## src/rtl/oca_pkg.sv

```systemverilog
package oca_pkg;
  localparam int NCH    = 8;
  localparam int CNT_W  = 16;
  localparam int ADDR_W = 5;
  localparam int DATA_W = 8;

  typedef enum logic [1:0] {
    ACT_NONE   = 2'b00,
    ACT_TOGGLE = 2'b01,
    ACT_CLEAR  = 2'b10,
    ACT_SET    = 2'b11
  } act_e;

  localparam logic [ADDR_W-1:0] A_MASK = 5'h00;
  localparam logic [ADDR_W-1:0] A_DIS  = 5'h01;
  localparam logic [ADDR_W-1:0] A_GPD  = 5'h02;
  localparam logic [ADDR_W-1:0] A_FLAG = 5'h03;
  localparam logic [ADDR_W-1:0] A_CTLH = 5'h08;
  localparam logic [ADDR_W-1:0] A_CTLL = 5'h09;
endpackage

```

## src/rtl/oca_regs.sv

```systemverilog
module oca_regs
  import oca_pkg::*;
#(
  parameter int N = NCH,
  parameter int CW = CNT_W
) (
  input  logic              clk,
  input  logic              rst,
  input  logic              wr,
  input  logic              rd,
  input  logic [ADDR_W-1:0] addr,
  input  logic [DATA_W-1:0] wdata,
  input  logic [N-1:0]      match,
  output logic [DATA_W-1:0] rdata,
  output logic [2*N-1:0]    codes,
  output logic [N-1:0]      mask,
  output logic [N-1:0]      dis,
  output logic [N-1:0]      gpd,
  output logic [N*CW-1:0]   cmp_flat
);
  localparam int CH_W = $clog2(N);

  logic [DATA_W-1:0] ctl_hi_q, ctl_lo_q;
  logic [N-1:0]      mask_q, dis_q, gpd_q, flag_q;
  logic [CW-1:0]     cmp_q [N];
  logic [N-1:0]      flag_clr;
  logic [DATA_W-1:0] rd_nxt;
  logic [CH_W-1:0]   sel;

  assign sel      = addr[CH_W:1];
  assign flag_clr = (wr && addr == A_FLAG) ? wdata : '0;

  always_ff @(posedge clk) begin
    if (rst) begin
      ctl_hi_q <= '0;
      ctl_lo_q <= '0;
      mask_q   <= '0;
      dis_q    <= '0;
      gpd_q    <= '0;
    end else if (wr) begin
      case (addr)
        A_MASK: mask_q   <= wdata;
        A_DIS:  dis_q    <= wdata;
        A_GPD:  gpd_q    <= wdata;
        A_CTLH: ctl_hi_q <= wdata;
        A_CTLL: ctl_lo_q <= wdata;
        default: ;
      endcase
    end
  end

  always_ff @(posedge clk) begin
    if (rst) flag_q <= '0;
    else     flag_q <= (flag_q & ~flag_clr) | match;
  end

  for (genvar k = 0; k < N; k++) begin : g_cmp
    always_ff @(posedge clk) begin
      if (rst) begin
        cmp_q[k] <= '0;
      end else if (wr && addr[ADDR_W-1] && sel == CH_W'(k)) begin
        if (addr[0]) cmp_q[k][7:0]  <= wdata;
        else         cmp_q[k][15:8] <= wdata;
      end
    end
    assign cmp_flat[k*CW +: CW] = cmp_q[k];

    // a match always leaves its flag set, even against a clear
    a_r11_flag_set: assert property (@(posedge clk) disable iff (rst)
      match[k] |=> flag_q[k]);
  end

  always_comb begin
    rd_nxt = '0;
    if (addr[ADDR_W-1]) begin
      rd_nxt = addr[0] ? cmp_q[sel][7:0] : cmp_q[sel][15:8];
    end else begin
      case (addr)
        A_MASK: rd_nxt = mask_q;
        A_DIS:  rd_nxt = dis_q;
        A_GPD:  rd_nxt = gpd_q;
        A_FLAG: rd_nxt = flag_q;
        A_CTLH: rd_nxt = ctl_hi_q;
        A_CTLL: rd_nxt = ctl_lo_q;
        default: rd_nxt = '0;
      endcase
    end
  end

  always_ff @(posedge clk) begin
    if (rst)     rdata <= '0;
    else if (rd) rdata <= rd_nxt;
  end

  assign codes = {ctl_hi_q, ctl_lo_q};
  assign mask  = mask_q;
  assign dis   = dis_q;
  assign gpd   = gpd_q;

  // a write to a hole leaves the control bytes untouched
  a_r10_hole_write: assert property (@(posedge clk) disable iff (rst)
    (wr && !addr[ADDR_W-1] && addr[3] && addr[2:1] != 2'b00) |=> $stable(codes));
endmodule

```

## src/rtl/oca_channel.sv

```systemverilog
module oca_channel
  import oca_pkg::*;
#(
  parameter int CW = CNT_W
) (
  input  logic          clk,
  input  logic          rst,
  input  logic [CW-1:0] tcnt,
  input  logic          tmr_en,
  input  logic [CW-1:0] cmp,
  input  logic [1:0]    code,
  output logic          match,
  output logic          state_q
);
  act_e act;
  assign act   = act_e'(code);
  assign match = tmr_en && (tcnt == cmp);

  always_ff @(posedge clk) begin
    if (rst) begin
      state_q <= 1'b0;
    end else if (match) begin
      case (act)
        ACT_TOGGLE: state_q <= ~state_q;
        ACT_CLEAR:  state_q <= 1'b0;
        ACT_SET:    state_q <= 1'b1;
        default:    state_q <= state_q;
      endcase
    end
  end

  a_r1_none_holds: assert property (@(posedge clk) disable iff (rst)
    (match && code == 2'b00) |=> $stable(state_q));
  a_r2_toggle_flips: assert property (@(posedge clk) disable iff (rst)
    (match && code == 2'b01) |=> (state_q != $past(state_q)));
  a_r3_clear_low: assert property (@(posedge clk) disable iff (rst)
    (match && code == 2'b10) |=> !state_q);
  a_r3_set_high: assert property (@(posedge clk) disable iff (rst)
    (match && code == 2'b11) |=> state_q);
  a_r12_idle_hold: assert property (@(posedge clk) disable iff (rst)
    !match |=> $stable(state_q));
endmodule

```

## src/rtl/oca_pin_mux.sv

```systemverilog
module oca_pin_mux #(
  parameter int N = 8
) (
  input  logic           clk,
  input  logic           rst,
  input  logic [2*N-1:0] codes,
  input  logic [N-1:0]   mask,
  input  logic [N-1:0]   dis,
  input  logic [N-1:0]   gpd,
  input  logic [N-1:0]   state,
  output logic [N-1:0]   pin_out,
  output logic [N-1:0]   pin_oe
);
  for (genvar k = 0; k < N; k++) begin : g_pin
    logic owned;
    assign owned = (|codes[2*k +: 2]) && !mask[k] && !dis[k];

    always_ff @(posedge clk) begin
      if (rst) begin
        pin_oe[k]  <= 1'b0;
        pin_out[k] <= 1'b0;
      end else begin
        pin_oe[k]  <= owned;
        pin_out[k] <= owned ? state[k] : gpd[k];
      end
    end

    a_r6_mask_releases: assert property (@(posedge clk) disable iff (rst)
      mask[k] |=> !pin_oe[k]);
    a_r7_dis_releases: assert property (@(posedge clk) disable iff (rst)
      dis[k] |=> !pin_oe[k]);
    a_r8_gp_value: assert property (@(posedge clk) disable iff (rst)
      (codes[2*k +: 2] == 2'b00) |=> (pin_out[k] == $past(gpd[k])));
    a_r5_owned_drives: assert property (@(posedge clk) disable iff (rst)
      (codes[2*k +: 2] != 2'b00 && !mask[k] && !dis[k]) |=> (pin_oe[k] && pin_out[k] == $past(state[k])));
  end
endmodule

```

## src/rtl/oc_pin_action.sv

```systemverilog
module oc_pin_action
  import oca_pkg::*;
#(
  parameter int N  = NCH,
  parameter int CW = CNT_W
) (
  input  logic              clk,
  input  logic              rst,
  input  logic              bus_wr,
  input  logic              bus_rd,
  input  logic [ADDR_W-1:0] bus_addr,
  input  logic [DATA_W-1:0] bus_wdata,
  output logic [DATA_W-1:0] bus_rdata,
  input  logic [CW-1:0]     tcnt,
  input  logic              tmr_en,
  output logic [N-1:0]      pin_out,
  output logic [N-1:0]      pin_oe
);
  logic [2*N-1:0]  codes;
  logic [N-1:0]    mask, dis, gpd, match, state;
  logic [N*CW-1:0] cmp_flat;

  oca_regs #(.N(N), .CW(CW)) regs_i (
    .clk(clk), .rst(rst), .wr(bus_wr), .rd(bus_rd), .addr(bus_addr),
    .wdata(bus_wdata), .match(match), .rdata(bus_rdata), .codes(codes),
    .mask(mask), .dis(dis), .gpd(gpd), .cmp_flat(cmp_flat)
  );

  for (genvar k = 0; k < N; k++) begin : g_ch
    oca_channel #(.CW(CW)) ch_i (
      .clk(clk), .rst(rst), .tcnt(tcnt), .tmr_en(tmr_en),
      .cmp(cmp_flat[k*CW +: CW]), .code(codes[2*k +: 2]),
      .match(match[k]), .state_q(state[k])
    );
  end

  oca_pin_mux #(.N(N)) mux_i (
    .clk(clk), .rst(rst), .codes(codes), .mask(mask), .dis(dis),
    .gpd(gpd), .state(state), .pin_out(pin_out), .pin_oe(pin_oe)
  );
endmodule

```

## config.mk

```make
export PLATFORM = sky130hd
export DESIGN_NAME = oc_pin_action
export DESIGN_NICKNAME = d
export VERILOG_FILES = /design/src/rtl/oca_pkg.sv /design/src/rtl/oca_regs.sv /design/src/rtl/oca_channel.sv /design/src/rtl/oca_pin_mux.sv /design/src/rtl/oc_pin_action.sv
export SDC_FILE = /design/constraint.sdc
export NUM_CORES = 1
export LEC_CHECK = 0
export BUFFER_PORTS_ARGS = -buffer_cell sky130_fd_sc_hd__buf_4
export CAP_MARGIN = 15
export CORE_ASPECT_RATIO = 1.25
export CORE_MARGIN = 1.5
export CORE_UTILIZATION = 30
export CTS_CLUSTER_SIZE = 28
export DETAILED_ROUTE_END_ITERATION = 7
export HOLD_SLACK_MARGIN = 0.1
export PLACE_DENSITY = 0.5
export SYNTH_ARGS = -nofsm -noshare
export SYNTH_HDL_FRONTEND = slang
export SYNTH_SLANG_ARGS = --single-unit
```

## constraint.sdc

```tcl
create_clock -name clk -period 3.38 [get_ports clk]
set_input_delay 0.676 -clock clk [delete_from_list [all_inputs] [get_ports clk]]
set_output_delay 0.676 -clock clk [all_outputs]
set_load 0.01 [all_outputs]
```

==> metrics.md <==
| Metric | Value |
|---|---|
| Status | `completed` |
| Crit path required time | `3760 ps` |
| CP arrival | `2630 ps` |
| Max cap viols | `0` |
| Fmax | `443.4 MHz` |
| Fin Setup TNS | `0 ps` |
| Gr usage total | `19.23%` |
| DRC | `0` |
| Area leader, netlist | `edfxtp_1` |
| Global route hottest layer | `met2` |
| Hold_buf cts | `0` |
| Clk buf depth | `3` |
| Top cells by count, synth | `nor3_1 (138), edfxtp_1 (128), nor2_1 (90)` |
| Die area | `0.03721 mm2` |
| Critical path startpoint category | `input port` |
| Gr ovfl total | `0` |
| Hold crit path type | `in -> reg` |
| Fin crit share | `66.73%` |
| Clk slew on worst S/H paths | `60 ps` |
| Syn Nets | `1045` |
| Initial Util | `30.51%` |
| Post-Synthesis Cells | `1011` |
| Routed vias | `8059` |
| DR vias/cell | `5.260` |
| Yosys warns | `0` |
| I/O pins | `58` |
| Final wirelength | `35890 um` |
| Setup Viol. Count Final | `0` |
| FF+latch area | `0.005445 mm2` |
| Setup skew after layout | `11.87 ps` |
| Number of synthesized flops with an enable pin | `128` |
| Placed Cells | `1491` |
| Crit end category | `flip-flop` |
| Crit path cell chain | `buf_4, nor2b_1, and2_1, nand2_2, mux2i_1, nor2_1` |
| Slew Limit Fails | `0` |
| Least-Margin Pin Slew | `1082 ps` |
| Multi-input logic area | `0.004881 mm2` |
| P_leak | `4.236 nW` |
| Post-route insts no fill | `1532` |
| Seq/Total Area, Yosys | `50.34%` |
| Routed wire per std cell | `23.42 um` |
| Root buffer cell | `clkbuf_16` |
| Hold Vio Cnt, Final | `0` |
| Share of cells above drive strength 1 | `18.05%` |
| Hold Path Stages | `3` |
| Clock tree from TritonCTS | `built` |
| GR Layer Usage met1 | `24.61%` |
| WS Path Type | `in -> reg` |
| Most frequent cell after synthesis | `nor3_1` |
| First drt pass iteration count | `5` |
| Slack of the worst reg-to-reg path | `1160 ps` |
| Die W | `172.8 um` |
| Number of antenna violations at the first check in global routing | `0` |
| FP Rows | `77` |
| RSZ-0062 raised after global routing | `no` |
| Number of fill cells in the layout | `3632` |
| Post-Syn Area | `0.01082 mm2` |
| Period minus WS final | `2255 ps` |
| R2R depth | `5` |
| Asr flop ratio synth | `0%` |
| Clk sinks | `208` |
| Worst slew margin | `27.12%` |
| M3 GR Usage | `2.105%` |
| Crit-path max FO | `40` |
| Synth Flop Type | `edfxtp_1` |
| ANT cells | `0` |
| Worst r2r src | `regs_i.cmp_q[5][14]$_SDFFCE_PN0P_` |
| First-pass GRT wire length | `53500 um` |
| FF+latch count, synth | `208` |
| PD cells | `494.6 mW/mm2` |
| Reg2reg end | `g_ch[5].ch_i.state_q$_SDFFE_PP0P_` |
| Worst-Skew Late Latency | `530 ps` |
| Nets | `1076` |
| Syn_area_per_cell | `10.70 um2` |
| Count of cell types in the netlist | `43` |
| Slowest CP cell | `nor2b_1` |
| DR iter-0 viols | `781` |
| Vias in the first global route | `8193` |
| H-tree depth | `1` |
| Largest net degree at the start of global routing | `80` |
| GR Util met2 | `33.01%` |
| CTS resizes | `0` |
| Worst setup startpoint | `bus_addr[1]` |
| Min-delay src | `bus_wdata[3]` |
| Peak VDD IR | `271.1 uV` |
| HPWL Detailed | `26390 um` |
| Post-synth top area share | `35.53%` |
| GP Congestion | `0.8571` |
| Area delta synth->final | `15.70%` |
| Synth area leaders | `edfxtp_1 (36%), dfxtp_1 (15%), nor3_1 (6.4%)` |
| Worst Hold Endpoint | `regs_i.gpd[3]$_SDFFE_PP0P_` |
| CTS Buf Count | `23` |
| ANT nets after route | `0` |
| Post CTS Setup Buffer Count | `0` |
| PortBufs | `57` |
| Core area | `0.03545 mm2` |
| Worst path max stage delay | `670 ps` |
| Die H | `215.3 um` |
-- metrics by stage --
stage               cell area (um2)  power [mW]  setup slack [ps]  util, %  hold slack, ps
floorplan                     10820       3.346             872.7        -           448.5
global placement              11740       3.631             663.4    33.12           461.3
CTS                           12510       6.229              1156    35.30           395.4
detailed placement            11740       3.631             609.4    33.12           471.2
finish                        12510       6.190              1125    35.30           411.6
global route                  12510       6.377             969.4    35.30           428.5
-- power by group --
part,switching (mW),total [mW],internal (mW),leakage [nW]
Combinational,0.430,0.703,0.274,1.99
Clock,1.09,2.61,1.52,0.384
Sequential,0.0860,2.88,2.79,1.87
-- sequential cells by signal (all words and copies together), names as in the netlist --
signal	cells
mux_i.pin_oe	8
g_ch.ch_i.state_q	8
regs_i.gpd	8
regs_i.ctl_hi_q	8
mux_i.pin_out	8
regs_i.cmp_q	128
regs_i.flag_q	8
regs_i.mask	8
regs_i.dis	8
regs_i.ctl_lo_q	8
regs_i.rdata	8
-- routing by layer --
metal / vias up / part of all wire [%]
met2: 247 / 49
met5: - / 0
met4: 0 / 4.0
li1: 3762 / -
met3: 69 / 4.4
met1: 3981 / 43
-- cell families (layout without fill, tap and decap cells) --
family,count (synthesis),after routing,share of synthesized area [%]
buffers and inverters,109,156,4.581
AOI/OAI and AO/OA,89,89,4.881
DFF,208,208,50.34
and+or+nand+nor,397,397,18.44
muxes,80,80,11.39
xor gates and xnor gates,128,128,10.36
-- layout by cell type, fill, tap and decap left out, types with 9 or more instances in the layout --
cell / n
nor3_1: 138
edfxtp_1: 128
buf_4: 96
nor2_1: 90
dfxtp_1: 80
xnor2_1: 78
nand3_1: 55
xor2_1: 50
mux2i_1: 32
a21oi_1: 32
o21ai_0: 30
mux4_2: 29
nand2_1: 26
nand4_1: 25
nor4_1: 25
clkbuf_16: 23
mux2_2: 16
inv_1: 15
and3_1: 9
-- worst max-delay path by stage --
stage / to / cells after the start / slack, ps
after CTS: regs_i.ctl_lo_q[6]$_SDFFE_PP0P_ / 6 / 1160
after floorplan: regs_i.cmp_q[7][0]$_SDFFCE_PN0P_ / 5 / 870
after detailed placement: regs_i.ctl_lo_q[6]$_SDFFE_PP0P_ / 6 / 610
after global routing: regs_i.ctl_lo_q[6]$_SDFFE_PP0P_ / 6 / 970
after global placement: regs_i.ctl_lo_q[1]$_SDFFE_PP0P_ / 6 / 660
final: regs_i.ctl_lo_q[6]$_SDFFE_PP0P_ / 6 / 1120
-- layout make-up --
cell class	count	share of cell area (%)
Multi-Input combinational cell	694	39.00
Timing Repair Buffer	98	6.079
Tap cell	474	4.739
Clock buffer	26	4.779
Inverter	17	0.5099
Sequential cell	208	43.51
Clock inverter	15	1.380
-- worst max-delay path: cells and delay by family --
| kind | cells | cell delay (ps) |
|---|---|---|
| and+or+nand+nor | 4 | 1380 |
| buffers and inverters | 1 | 330 |
| muxes | 1 | 220 |
(Power assumes the default switching activity.)
